## src/rtl/bwf_pkg.sv

```systemverilog
`timescale 1ns/1ps
package bwf_pkg;
   // Shape of one coordinate window: ordinary, or straddling the wrap point.
   typedef enum logic {
      WIN_LINEAR  = 1'b0,
      WIN_WRAPPED = 1'b1
   } win_kind_e;
endpackage

```

## src/rtl/dwf_window.sv

```systemverilog
`timescale 1ns/1ps
module dwf_window
   import bwf_pkg::*;
#(
   parameter int W         = 8,
   parameter bit STRIDE_EN = 1'b1
) (
   input  logic [W-1:0] coord,
   input  logic [W-1:0] lo,
   input  logic [W-1:0] hi,
   input  logic [W-1:0] stride,
   input  logic [W:0]   span,      // 0 selects the natural span 2^W
   input  logic         wrap_en,
   output logic         hit
);
   localparam logic [W:0] FULL_SPAN = {1'b1, {W{1'b0}}};

   win_kind_e  kind;
   logic       in_rng;
   logic       on_grid;
   logic [W:0] span_eff;
   logic [W:0] off;

   always_comb begin
      kind     = (lo <= hi) ? WIN_LINEAR : WIN_WRAPPED;
      span_eff = (span == '0) ? FULL_SPAN : span;
      if (kind == WIN_LINEAR)
         in_rng = (coord >= lo) && (coord <= hi);
      else
         in_rng = wrap_en && ((coord >= lo) || (coord <= hi));
      if (coord >= lo)
         off = {1'b0, coord} - {1'b0, lo};
      else
         off = {1'b0, coord} + span_eff - {1'b0, lo};
   end

   generate
      if (STRIDE_EN) begin : g_stride
         always_comb begin
            if (stride <= W'(1))
               on_grid = 1'b1;
            else
               on_grid = ((off % {1'b0, stride}) == '0);
         end
      end else begin : g_no_stride
         logic unused_stride;
         assign unused_stride = ^{stride, off};
         assign on_grid = 1'b1;
      end
   endgenerate

   assign hit = in_rng && on_grid;

   // without wrap enabled, a hit always lies inside an ordinary bound pair
   always_comb begin
      if (hit && !wrap_en)
         p_plain_window_r4: assert (coord >= lo && coord <= hi)
            else $error("window hit outside bounds with wrap disabled");
   end
endmodule

```

## src/rtl/dwf_fifo.sv

```systemverilog
`timescale 1ns/1ps
module dwf_fifo #(
   parameter int W     = 8,
   parameter int DEPTH = 4
) (
   input  logic         clk,
   input  logic         rst_n,
   input  logic         push,
   input  logic [W-1:0] in_word,
   input  logic         pop,
   output logic [W-1:0] out_word,
   output logic         full,
   output logic         empty
);
   localparam int AW = (DEPTH > 1) ? $clog2(DEPTH) : 1;

   logic [W-1:0]  mem [DEPTH];
   logic [AW-1:0] wr_ptr;
   logic [AW-1:0] rd_ptr;
   logic [AW:0]   fill;
   logic          do_push;
   logic          do_pop;

   assign full    = (fill == (AW+1)'(DEPTH));
   assign empty   = (fill == '0);
   assign do_push = push && !full;
   assign do_pop  = pop && !empty;
   assign out_word = mem[rd_ptr];

   always_ff @(posedge clk) begin
      if (do_push) mem[wr_ptr] <= in_word;
   end

   always_ff @(posedge clk or negedge rst_n) begin
      if (!rst_n) begin
         wr_ptr <= '0;
         rd_ptr <= '0;
         fill   <= '0;
      end else begin
         if (do_push) wr_ptr <= wr_ptr + 1'b1;
         if (do_pop)  rd_ptr <= rd_ptr + 1'b1;
         case ({do_push, do_pop})
            2'b10:   fill <= fill + 1'b1;
            2'b01:   fill <= fill - 1'b1;
            default: fill <= fill;
         endcase
      end
   end

   // the writer never offers a word while the queue is full
   p_no_overflow_r7: assert property (@(posedge clk) disable iff (!rst_n)
      push |-> !full);

   // occupancy never exceeds the configured depth
   p_fill_bound_r7: assert property (@(posedge clk) disable iff (!rst_n)
      fill <= (AW+1)'(DEPTH));

   // a queue that stays empty across a cycle without a push remains empty
   p_empty_holds_r6: assert property (@(posedge clk) disable iff (!rst_n)
      (empty && !push) |=> empty);
endmodule

```

## src/rtl/bcast_window_filter.sv

```systemverilog
`timescale 1ns/1ps
module bcast_window_filter #(
   parameter int ROW_W      = 8,
   parameter int COL_W      = 8,
   parameter int DATA_W     = 32,
   parameter int FIFO_DEPTH = 4,
   parameter int CNT_W      = 16,
   parameter bit STRIDE_EN  = 1'b1
) (
   input  logic                   clk,
   input  logic                   rst_n,
   input  logic                   pass_start,
   input  logic                   cfg_mod_en,
   input  logic [ROW_W-1:0]       cfg_row_lo,
   input  logic [ROW_W-1:0]       cfg_row_hi,
   input  logic [ROW_W-1:0]       cfg_row_stride,
   input  logic [COL_W-1:0]       cfg_col_lo,
   input  logic [COL_W-1:0]       cfg_col_hi,
   input  logic [COL_W-1:0]       cfg_col_stride,
   input  logic [COL_W:0]         cfg_vec_len,
   input  logic                   bc_valid,
   input  logic [ROW_W+COL_W-1:0] bc_addr,
   input  logic [DATA_W-1:0]      bc_data,
   output logic                   bc_ready,
   output logic                   pe_valid,
   output logic [ROW_W+COL_W-1:0] pe_addr,
   output logic [DATA_W-1:0]      pe_data,
   input  logic                   pe_ready,
   output logic [CNT_W-1:0]       match_count
);
   localparam int ADDR_W = ROW_W + COL_W;
   localparam int WORD_W = ADDR_W + DATA_W;

   // elaboration-time parameter checks
   generate
      if (ROW_W < 1 || COL_W < 1) begin : g_bad_coord
         $error("coordinate widths must be at least one bit");
      end
      if (FIFO_DEPTH < 2 || (FIFO_DEPTH & (FIFO_DEPTH - 1)) != 0) begin : g_bad_depth
         $error("FIFO_DEPTH must be a power of two of at least 2");
      end
      if (CNT_W < 1) begin : g_bad_cnt
         $error("CNT_W must be at least one bit");
      end
   endgenerate

   logic [ROW_W-1:0]  row_coord;
   logic [COL_W-1:0]  col_raw;
   logic [COL_W:0]    col_wide;
   logic [COL_W-1:0]  col_coord;
   logic [COL_W:0]    col_span;
   logic              reduce_col;
   logic              row_hit;
   logic              col_hit;
   logic              accept;
   logic              capture;
   logic              q_full;
   logic              q_empty;
   logic [WORD_W-1:0] q_head;

   assign row_coord  = bc_addr[ADDR_W-1:COL_W];
   assign col_raw    = bc_addr[COL_W-1:0];
   assign reduce_col = cfg_mod_en && (cfg_vec_len != '0);

   always_comb begin
      if (reduce_col) begin
         col_wide = {1'b0, col_raw} % cfg_vec_len;
         col_span = cfg_vec_len;
      end else begin
         col_wide = {1'b0, col_raw};
         col_span = '0;
      end
      col_coord = COL_W'(col_wide);
   end

   dwf_window #(.W(ROW_W), .STRIDE_EN(STRIDE_EN)) u_row_win (
      .coord   (row_coord),
      .lo      (cfg_row_lo),
      .hi      (cfg_row_hi),
      .stride  (cfg_row_stride),
      .span    ('0),
      .wrap_en (cfg_mod_en),
      .hit     (row_hit)
   );

   dwf_window #(.W(COL_W), .STRIDE_EN(STRIDE_EN)) u_col_win (
      .coord   (col_coord),
      .lo      (cfg_col_lo),
      .hi      (cfg_col_hi),
      .stride  (cfg_col_stride),
      .span    (col_span),
      .wrap_en (cfg_mod_en),
      .hit     (col_hit)
   );

   assign bc_ready = !q_full;
   assign accept   = bc_valid && bc_ready;
   assign capture  = accept && row_hit && col_hit;

   dwf_fifo #(.W(WORD_W), .DEPTH(FIFO_DEPTH)) u_queue (
      .clk      (clk),
      .rst_n    (rst_n),
      .push     (capture),
      .in_word  ({bc_addr, bc_data}),
      .pop      (pe_ready),
      .out_word (q_head),
      .full     (q_full),
      .empty    (q_empty)
   );

   assign pe_valid = !q_empty;
   assign pe_addr  = q_head[WORD_W-1:DATA_W];
   assign pe_data  = q_head[DATA_W-1:0];

   always_ff @(posedge clk or negedge rst_n) begin
      if (!rst_n)
         match_count <= '0;
      else if (pass_start)
         match_count <= capture ? CNT_W'(1) : '0;
      else if (capture)
         match_count <= match_count + 1'b1;
   end

   // a pass start leaves at most one capture on the counter
   p_pass_clear_r8: assert property (@(posedge clk) disable iff (!rst_n)
      pass_start |=> (match_count <= CNT_W'(1)));

   // outside a pass start the counter moves by zero or one
   p_count_step_r8: assert property (@(posedge clk) disable iff (!rst_n)
      !pass_start |=> (match_count == $past(match_count)
                       || match_count == CNT_W'($past(match_count) + 1'b1)));

   // a stalled beat does not change the count
   p_stall_no_count_r7: assert property (@(posedge clk) disable iff (!rst_n)
      (bc_valid && !bc_ready && !pass_start) |=> $stable(match_count));

   // output becomes valid only after a broadcast beat was taken
   p_out_after_accept_r6: assert property (@(posedge clk) disable iff (!rst_n)
      $rose(pe_valid) |-> $past(bc_valid && bc_ready));
endmodule

```

## config.mk

```make
export PLATFORM = sky130hd
export DESIGN_NAME = bcast_window_filter
export DESIGN_NICKNAME = d
export VERILOG_FILES = /design/src/rtl/bwf_pkg.sv /design/src/rtl/dwf_window.sv /design/src/rtl/dwf_fifo.sv /design/src/rtl/bcast_window_filter.sv
export SDC_FILE = /design/constraint.sdc
export NUM_CORES = 1
export LEC_CHECK = 0
export CORE_ASPECT_RATIO = 0.6
export CORE_UTILIZATION = 66
export DETAILED_ROUTE_END_ITERATION = 7
export DONT_BUFFER_PORTS = 1
export PLACE_DENSITY = 0.83
export SETUP_SLACK_MARGIN = 0.05
export SYNTH_ARGS = -nofsm -noshare
export SYNTH_HDL_FRONTEND = slang
export SYNTH_SLANG_ARGS = --single-unit
```

## constraint.sdc

```tcl
create_clock -name clk -period 4.8 [get_ports clk]
set_clock_uncertainty 0.2 [all_clocks]
set_input_delay 0.24 -clock clk [delete_from_list [all_inputs] [get_ports clk]]
set_output_delay 0.24 -clock clk [all_outputs]
set_load 0.02 [all_outputs]
```

==> metrics.txt, run 1 <==
YS warnings=0; fraction of the mapped netlist area in adder cells=0.161; #FFs+latches synth=roughly 220; Synth top area share=0.337; clock sink count=roughly 220; Cells after Synth=1,629; cell with the most instances after synthesis=ha_1; placed cell area=roughly 21,000 µm²; CTS Buf Count=20; Die W=210 µm; Starting Density=0.675; synth cell count leaders=ha_1, edfxtp_1, inv_1; top cells by area, synth=edfxtp_1, ha_1, mux4_2, dfrtp_1, o21a_1; placed cell count=roughly 2,400; part of the Yosys area used for sequential elements=0.371; Cell Area, Synth=17,100 µm²; Mapped Nets=between 1,500 and 2,000; Post-synth EDFFs=about 190; outcome=stopped before the end; number of hold buffers added after cts=54; post-CTS setup buffer count=110; cell accounting for the most synthesized area=edfxtp_1; port bufs=0; H-tree levels=1; post-detail-place hpwl=around 50 mm; ys async rst share=0.107; XOR/XNOR Fraction of Synth Area=0.0348; Synth Flop Type=edfxtp_1; largest family of logic cells by synthesized area=compound AO/OA/AOI/OAI gates; mean cell area of the mapped netlist=approximately 10 µm²; number of distinct library cells after synthesis=91; Post-Synth Simple-Gate Area=0.134; Max clock buf depth=3; clk root buf=clkbuf_16; Ports=177; CTS resizes=between 150 and 200; Synth Area in Compound Gates=0.168; Err=[ERROR DPL-0033] detailed placement checks failed during check placement.; GPL Wtd Cong=~1; Core Rows=between 40 and 50; post-synthesis mux area share=0.0937; Die H=around 130 µm; last stage reached=clock tree synthesis (4_1_cts)
[per-stage QoR]
stage	hold WS [ns]	setup slack, ns	TNS, ns
detailed placement	-0.255	-24.12	-5099.26
global placement	-0.255	-22.72	-4830.65
floorplan	-0.256	-23.13	-4907.75
[kinds of logic after synthesis]
group           count (synthesis)
simple gates                  450
buf+inv                       165
compound gates                423
flops                         215
xor+xnor                       68
mux                            95
other cells                     1
fa+ha+maj                     212
==> inputs of run 2 (changes only) <==
--- a/config.mk
+++ b/config.mk
@@ -5,12 +5,10 @@
 export SDC_FILE = /design/constraint.sdc
 export NUM_CORES = 1
 export LEC_CHECK = 0
-export CORE_ASPECT_RATIO = 0.6
-export CORE_UTILIZATION = 66
+export CORE_UTILIZATION = 40
 export DETAILED_ROUTE_END_ITERATION = 7
 export DONT_BUFFER_PORTS = 1
-export PLACE_DENSITY = 0.83
-export SETUP_SLACK_MARGIN = 0.05
+export PLACE_DENSITY_LB_ADDON = 0.15
 export SYNTH_ARGS = -nofsm -noshare
 export SYNTH_HDL_FRONTEND = slang
 export SYNTH_SLANG_ARGS = --single-unit
==> run 2 against run 1 <==
  * The flow now finishes, with violations (negative setup slack)
  * Synthesized cell count unchanged
  * Synthesized area unchanged
==> metrics.txt, run 2 <==
Area Overhead vs Synth=47.0%; Max clock buf depth=3 (unchanged); Fin Setup TNS=-4761.04 ns; Tmin final=~27 ns; critical path's top delay family=compound AO/OA/AOI/OAI gates; placed cell area=21,800 µm² (was 21,400 µm²); initial antenna violation count=1; FF-to-FF Start=u_queue.fill[0]; H-tree levels=1 (unchanged); GRT Util Overall=0.230; WP data required=4.80 ns; Core Rows=75 (was 45); ys async rst share=0.107 (unchanged); Pins Over Slew Limit=0; violated checks=negative setup slack; Layout Cells excl Fill=between 2,000 and 3,000; cell with the most instances after synthesis=ha_1 (unchanged); #FFs+latches synth=215 (unchanged); vias in the first global route=15,600; clock-pin slew on the worst setup and hold paths=0.06 ns; GPL Wtd Cong=0.900 (was 0.998); clock latency on the worst-skew pair=0.48 ns; total global routing overflow=0; mean cell area of the mapped netlist=10.5 µm² (unchanged); Final Hold Viols=0; port bufs=0 (unchanged); YS warnings=0 (unchanged); largest registers=u_queue.mem: 192 flops, match_count: 16 flops, u_queue.fill: 3 flops; PD cells=~600 nW/µm²; buffer and inverter count on the worst path=19; RSZ-0062 raised after global routing=yes; Post-synth EDFFs=192 (unchanged); worst setup margin=-22.42 ns; critical path fanouts, max=8; clock sink count=215 (unchanged); most frequent cells in the layout=buf_4, edfxtp_1, ha_1, inv_1, nand2_1; Ports=177 (unchanged); DRT iter0 DRCs=802; critical path class=in -> reg; outcome=finished with violations (was stopped before the end); Synth Flop Type=edfxtp_1 (unchanged); WP data arrival=27.21 ns; worst-margin pin slew=about 1.1 ns; synth cell count leaders=ha_1, edfxtp_1, inv_1 (unchanged); top cells by area, synth=edfxtp_1, ha_1, mux4_2, dfrtp_1, o21a_1 (unchanged); Starting Density=0.407 (was 0.675); Crit path top cell by count=o21a_1; Mapped Nets=1,950 (unchanged); cell accounting for the most synthesized area=edfxtp_1 (unchanged); layout cells sized above 1=0.396; Largest Register=u_queue.mem; routed length per placed instance=between 15 and 20 µm; slowest CP cell=or4b_4; hold path endpoint=u_queue.fill[0]; Die W=209 µm (was 210 µm); part of the Yosys area used for sequential elements=0.371 (unchanged); CTS tree=done; DRC=0; placed cell count=2,625 (was 2,395); Final Instance Area=25,100 µm²; worst reg-to-reg path cell count=10; max_slew headroom=0.262; pre-CTS setup slack=-23.72 ns (was -24.12 ns); R2R Setup Slk=~2.0 ns; crit-path max cell delay=about 0.54 ns; Core ar.=around 42,000 µm²; Peak VDD IR=between 500 and 600 µV; Worst R2R End=u_queue.mem[1][4]; Via Count=between 15,000 and 20,000; max FFs per register=around 190; vias per cell=around 5.4; Synth top area share=0.337 (unchanged); post-detail-place hpwl=38.7 mm (was 50.4 mm); Setup Viol. Count Final=between 200 and 250; commonest non-fill, non-tap cell in the layout=buf_4; final wirelength=53.0 mm; Fmax achieved=roughly 0.037 GHz; Die H=209 µm (was 127 µm); worst hold path stage count=5; ANT nets after route=0; Cells after Synth=1,629 (unchanged); # Max-Cap Violations=0; hold path startpoint=bc_valid; number of fill cells=roughly 3,500; CTS Buf Count=21 (was 20); period utilisation layout=5.67; die area=around 44,000 µm²; fin nets=approximately 2,600; Critical Path Start Type=input port; Leakage=roughly 11 nW; crit end category=flop; drt first pass iters=5; crit path launch=cfg_vec_len[6]; largest net degree at the start of global routing=just over 50; Hold Path Class=in -> reg; clk root buf=clkbuf_16 (unchanged); number of distinct library cells after synthesis=91 (unchanged); first-pass GRT wire length=around 80 mm; Cell Area, Synth=17,100 µm² (unchanged)
run 2: cell counts after synthesis:
Identical to the previous run, type by type.
run 2: worst max-delay path by stage:
stage | to | slack, ns | cells after the start
floorplan | u_queue.mem[0][0] | -23.13 | 143
global placement | u_queue.fill[2] | -22.94 | 142
detailed placement | u_queue.fill[2] | -23.72 | 144
CTS | u_queue.mem[3][7] | -21.88 | 143
global route | u_queue.mem[3][2] | -23.70 | 148
finish | u_queue.mem[1][4] | -22.42 | 148
run 2: cells by family (layout without fill, tap and decap cells):
| group | after synthesis | after routing | share of synthesized area |
|---|---|---|---|
| muxes | 95 | 95 | 0.0937 |
| other | 1 | 2 | 0.000219 |
| buffers and inverters | 165 | 853 | 0.0373 |
| AOI/OAI and AO/OA | 423 | 425 | 0.168 |
| xor gates and xnor gates | 68 | 68 | 0.0348 |
| adders and majority gates | 212 | 212 | 0.161 |
| and+or+nand+nor | 450 | 451 | 0.134 |
| DFF | 215 | 215 | 0.371 |
run 2: cell type report:
cell class	count	area, µm²	share of cell area
inverters	126	478	0.0190
diodes	1	2.50	0.0000996
flip-flops and latches	215	6350	0.252
multi-input cells	1252	11200	0.446
clock inverters	8	70.1	0.00279
clock buffers	29	556	0.0221
repair buffers	690	5790	0.231
well taps	539	674	0.0268
run 2: through the flow:
stage                     utilization  total power (W)  hold slack [ns]
final                           0.598           0.0151           0.0902
after detailed placement        0.519           0.0121           -0.255
after global placement          0.519           0.0121           -0.255
after floorplan                     -          0.00842           -0.256
after CTS                       0.572           0.0145           0.0915
after global routing            0.598           0.0163            0.103
run 2: layer usage:
metal | track usage | vias to the layer above | wire, µm
li1 | - | 7581 | -
met1 | 0.299 | 7540 | 23200
met2 | 0.400 | 353 | 26000
met3 | 0.0283 | 78 | 2440
met4 | 0.0631 | 0 | 1340
met5 | 0 | - | 0
run 2: what timing repair did:
| item | 4_1_cts | 5_1_grt |
|---|---|---|
| pin swaps | 84 | 94 |
| setup buffers | 77 | 47 |
| hold buffers | 51 | 0 |
| endpoints found under the hold margin | 233 | 0 |
| gates resized for setup | 80 | 77 |
| setup endpoints to repair | 213 | 213 |
| cloned | 5 | 17 |
run 2: where the power goes:
part	leakage [nW]	switching, W	internal, W	total, W
logic	8.50	0.00526	0.00612	0.0114
registers	2.03	0.000186	0.00206	0.00225
clock network	0.303	0.000640	0.000866	0.00151
total	10.8	0.00609	0.00905	0.0151
run 2: worst register-to-register path: stages, from the launching register on:
cell and delay, ns:
dfrtp_1 0.38, inv_1 0.10, nand3_1 0.37, nand3_1 0.14, a21oi_1 0.30, o311ai_4 0.18, buf_4 0.18, buf_12 0.14
nor2_4 0.18, buf_12 0.16, clkbuf_16 0.15
(Power assumes the default switching activity.)
==> inputs of run 3 (changes only) <==
==> constraint.sdc (replaced) <==
create_clock -name clk -period 34 [get_ports clk]
set_clock_uncertainty 0.2 [all_clocks]
set_input_delay 1.7 -clock clk [delete_from_list [all_inputs] [get_ports clk]]
set_output_delay 1.7 -clock clk [all_outputs]
set_load 0.02 [all_outputs]
==> run 3 against run 2 <==
  * The run now ends clean
  * Critical path depth decreased by 7
  * First-iteration DRC count decreased by 5.0%
  * Clock power down 84%
  * Count of clock-buffer cells in the layout is 7 lower
  * Utilization is 15 points lower
  * Final cell count is 23% lower
  * Global-route usage is 3.5 points lower
  * Sequential share of layout area increased by 8.8 points
  * Largest power group unchanged
  * Highest routed layer unchanged
==> metrics.txt, run 3 (synthesized netlist as in run 2, its figures left out) <==
outcome=completed (was finished with violations); crit end category=flop (unchanged); die area=43,600 µm² (unchanged); CTS tree=done (unchanged); max FFs per register=192 (unchanged); total global routing overflow=0 (unchanged); layout cells sized above 1=0.110 (was 0.396); Area Overhead vs Synth=9.12% (was 47.0%); final wirelength=43.4 mm (was 53.0 mm); clock sink count=215 (unchanged); initial antenna violation count=3 (was 1); WP data arrival=32.22 ns (was 27.21 ns); Die W=209 µm (unchanged); post-detail-place hpwl=33.3 mm (was 38.7 mm); placed cell count=2,146 (was 2,625); H-tree levels=1 (unchanged); Psw=0.000696 W (was 0.00609 W); Die H=209 µm (unchanged); Leakage=7.39 nW (was 10.8 nW); DRT iter0 DRCs=762 (was 802); # Max-Cap Violations=0 (unchanged); Layout Cells excl Fill=2,197 (was 2,860); PD cells=84.3 nW/µm² (was 602 nW/µm²); vias in the first global route=12,400 (was 15,600); vias per cell=5.78 (was 5.44); largest registers=u_queue.mem: 192 flops, match_count: 16 flops, u_queue.fill: 3 flops (unchanged); Hold WS=0.294 ns (was 0.0902 ns); Via Count=12,700 (was 15,600); clk root buf=clkbuf_16 (unchanged); Final Instance Area=18,700 µm² (was 25,100 µm²); max_slew headroom=0.314 (was 0.262); Final Hold Viols=0 (unchanged); critical path fanouts, max=27 (was 8); crit-path max cell delay=0.53 ns (was 0.54 ns); fin nets=1,962 (was 2,627); Net Sw Frac=0.443 (was 0.402); Setup Viol. Count Final=0 (was 213); GPL Wtd Cong=0.912 (was 0.900); clock latency on the worst-skew pair=0.52 ns (was 0.48 ns); Seq pwr share=0.201 (was 0.148); commonest non-fill, non-tap cell in the layout=ha_1 (was buf_4); GRT Util Overall=0.195 (was 0.230); clock-pin slew on the worst setup and hold paths=0.06 ns (about the same); Pins Over Slew Limit=0 (unchanged); Core Rows=75 (unchanged); worst-margin pin slew=1.03 ns (was 1.10 ns); first-pass GRT wire length=67.7 mm (was 80.9 mm); port bufs=0 (unchanged); number of fill cells=3,969 (was 3,519); number of hold buffers added after cts=0 (was 51); most frequent cells in the layout=ha_1, edfxtp_1, inv_1, nand2_1, nor2_1 (was buf_4, edfxtp_1, ha_1, inv_1, nand2_1); Largest Register=u_queue.mem (unchanged); largest net degree at the start of global routing=51 (unchanged); Ports=177 (unchanged); DRC=0 (unchanged); routed length per placed instance=19.8 µm (was 18.5 µm); Core ar.=42,000 µm² (unchanged); WP data required=34.25 ns (was 4.80 ns); Fmax achieved=0.0313 GHz; Tmin final=31.97 ns; CTS Buf Count=22 (was 21); Crit path top cell by count=o21a_1 (unchanged); critical path class=in -> reg (unchanged); Max clock buf depth=3 (unchanged); slowest CP cell=or4_1 (was or4b_4); drt first pass iters=5 (unchanged); ANT nets after route=0 (unchanged); period utilisation layout=0.940; Peak VDD IR=60.6 µV (was 556 µV); Int Power=0.000877 W (was 0.00905 W); Comb pwr share=0.648 (was 0.752); power share of the clock group=0.151 (was 0.100); Starting Density=0.407 (unchanged); Critical Path Start Type=input port (unchanged); Hold Path Class=reg -> reg (was in -> reg); placed cell area=17,800 µm² (was 21,800 µm²)
==> run 3: area by class of cell <==
| cell class | count | area (µm²) | share of cell area |
|---|---|---|---|
| multi-input combinational | 1249 | 10200 | 0.546 |
| sequential | 215 | 6350 | 0.340 |
| tap | 539 | 674 | 0.0362 |
| clock buffer | 22 | 551 | 0.0295 |
| inverter | 126 | 473 | 0.0254 |
| timing repair buffer | 27 | 253 | 0.0135 |
| clock inverter | 18 | 163 | 0.00872 |
| antenna | 1 | 2.50 | 0.000134 |
==> run 3: power by group through the flow <==
stage / combinational (W) / clock [W] / sequential, W
after detailed placement: 0.00101 / 0 / 0.000323
final: 0.00102 / 0.000238 / 0.000316
after global placement: 0.00101 / 0 / 0.000323
after CTS: 0.00101 / 0.000245 / 0.000318
after global routing: 0.00113 / 0.000253 / 0.000320
after floorplan: 0.000835 / 0 / 0.000298
==> run 3: worst paths after layout <==
check	start	endpoint	slack, ns	cells past startpoint
max in group asynchronous	rst_n	u_queue.rd_ptr[0]	32.84	0
min in group asynchronous	rst_n	match_count[15]	0.67	0
worst min-delay path	u_queue.fill[0]	u_queue.fill[0]	0.29	1
worst max-delay path	cfg_vec_len[6]	match_count[14]	2.03	141
worst max register to register	u_queue.fill[0]	u_queue.fill[2]	31.36	11
worst min register to register	u_queue.fill[0]	u_queue.fill[0]	0.29	1
==> run 3: critical path, delay by kind of cell <==
family	cells	cell delay (ns)
xor gates and xnor gates	2	0.26
buffers and inverters	11	1.63
muxes	7	2.38
AOI/OAI and AO/OA	73	14.97
adders and majority gates	18	5.67
and+or+nand+nor	30	5.58
==> run 3: timing repair <==
item                                    4_1_cts  5_1_grt
endpoints found under the setup margin        0      213
buffers inserted                              0       10
resized for setup                             0       15
==> run 3: layer usage <==
metal	global-route usage	part of all wire
met5	0	0
met4	0.0439	0.018
met3	0.0319	0.057
met2	0.338	0.48
met1	0.253	0.44
==> run 3: per-stage QoR <==
stage | util | power [W] | worst slack [ns] | setup TNS, ns
after floorplan | - | 0.00113 | 0.769 | 0
after global placement | 0.424 | 0.00133 | 0.640 | 0
after detailed placement | 0.424 | 0.00133 | -0.238 | -7.36
after CTS | 0.441 | 0.00158 | 0.274 | 0
after global routing | 0.444 | 0.00170 | -0.00279 | -0.00279
final | 0.444 | 0.00157 | 2.03 | 0
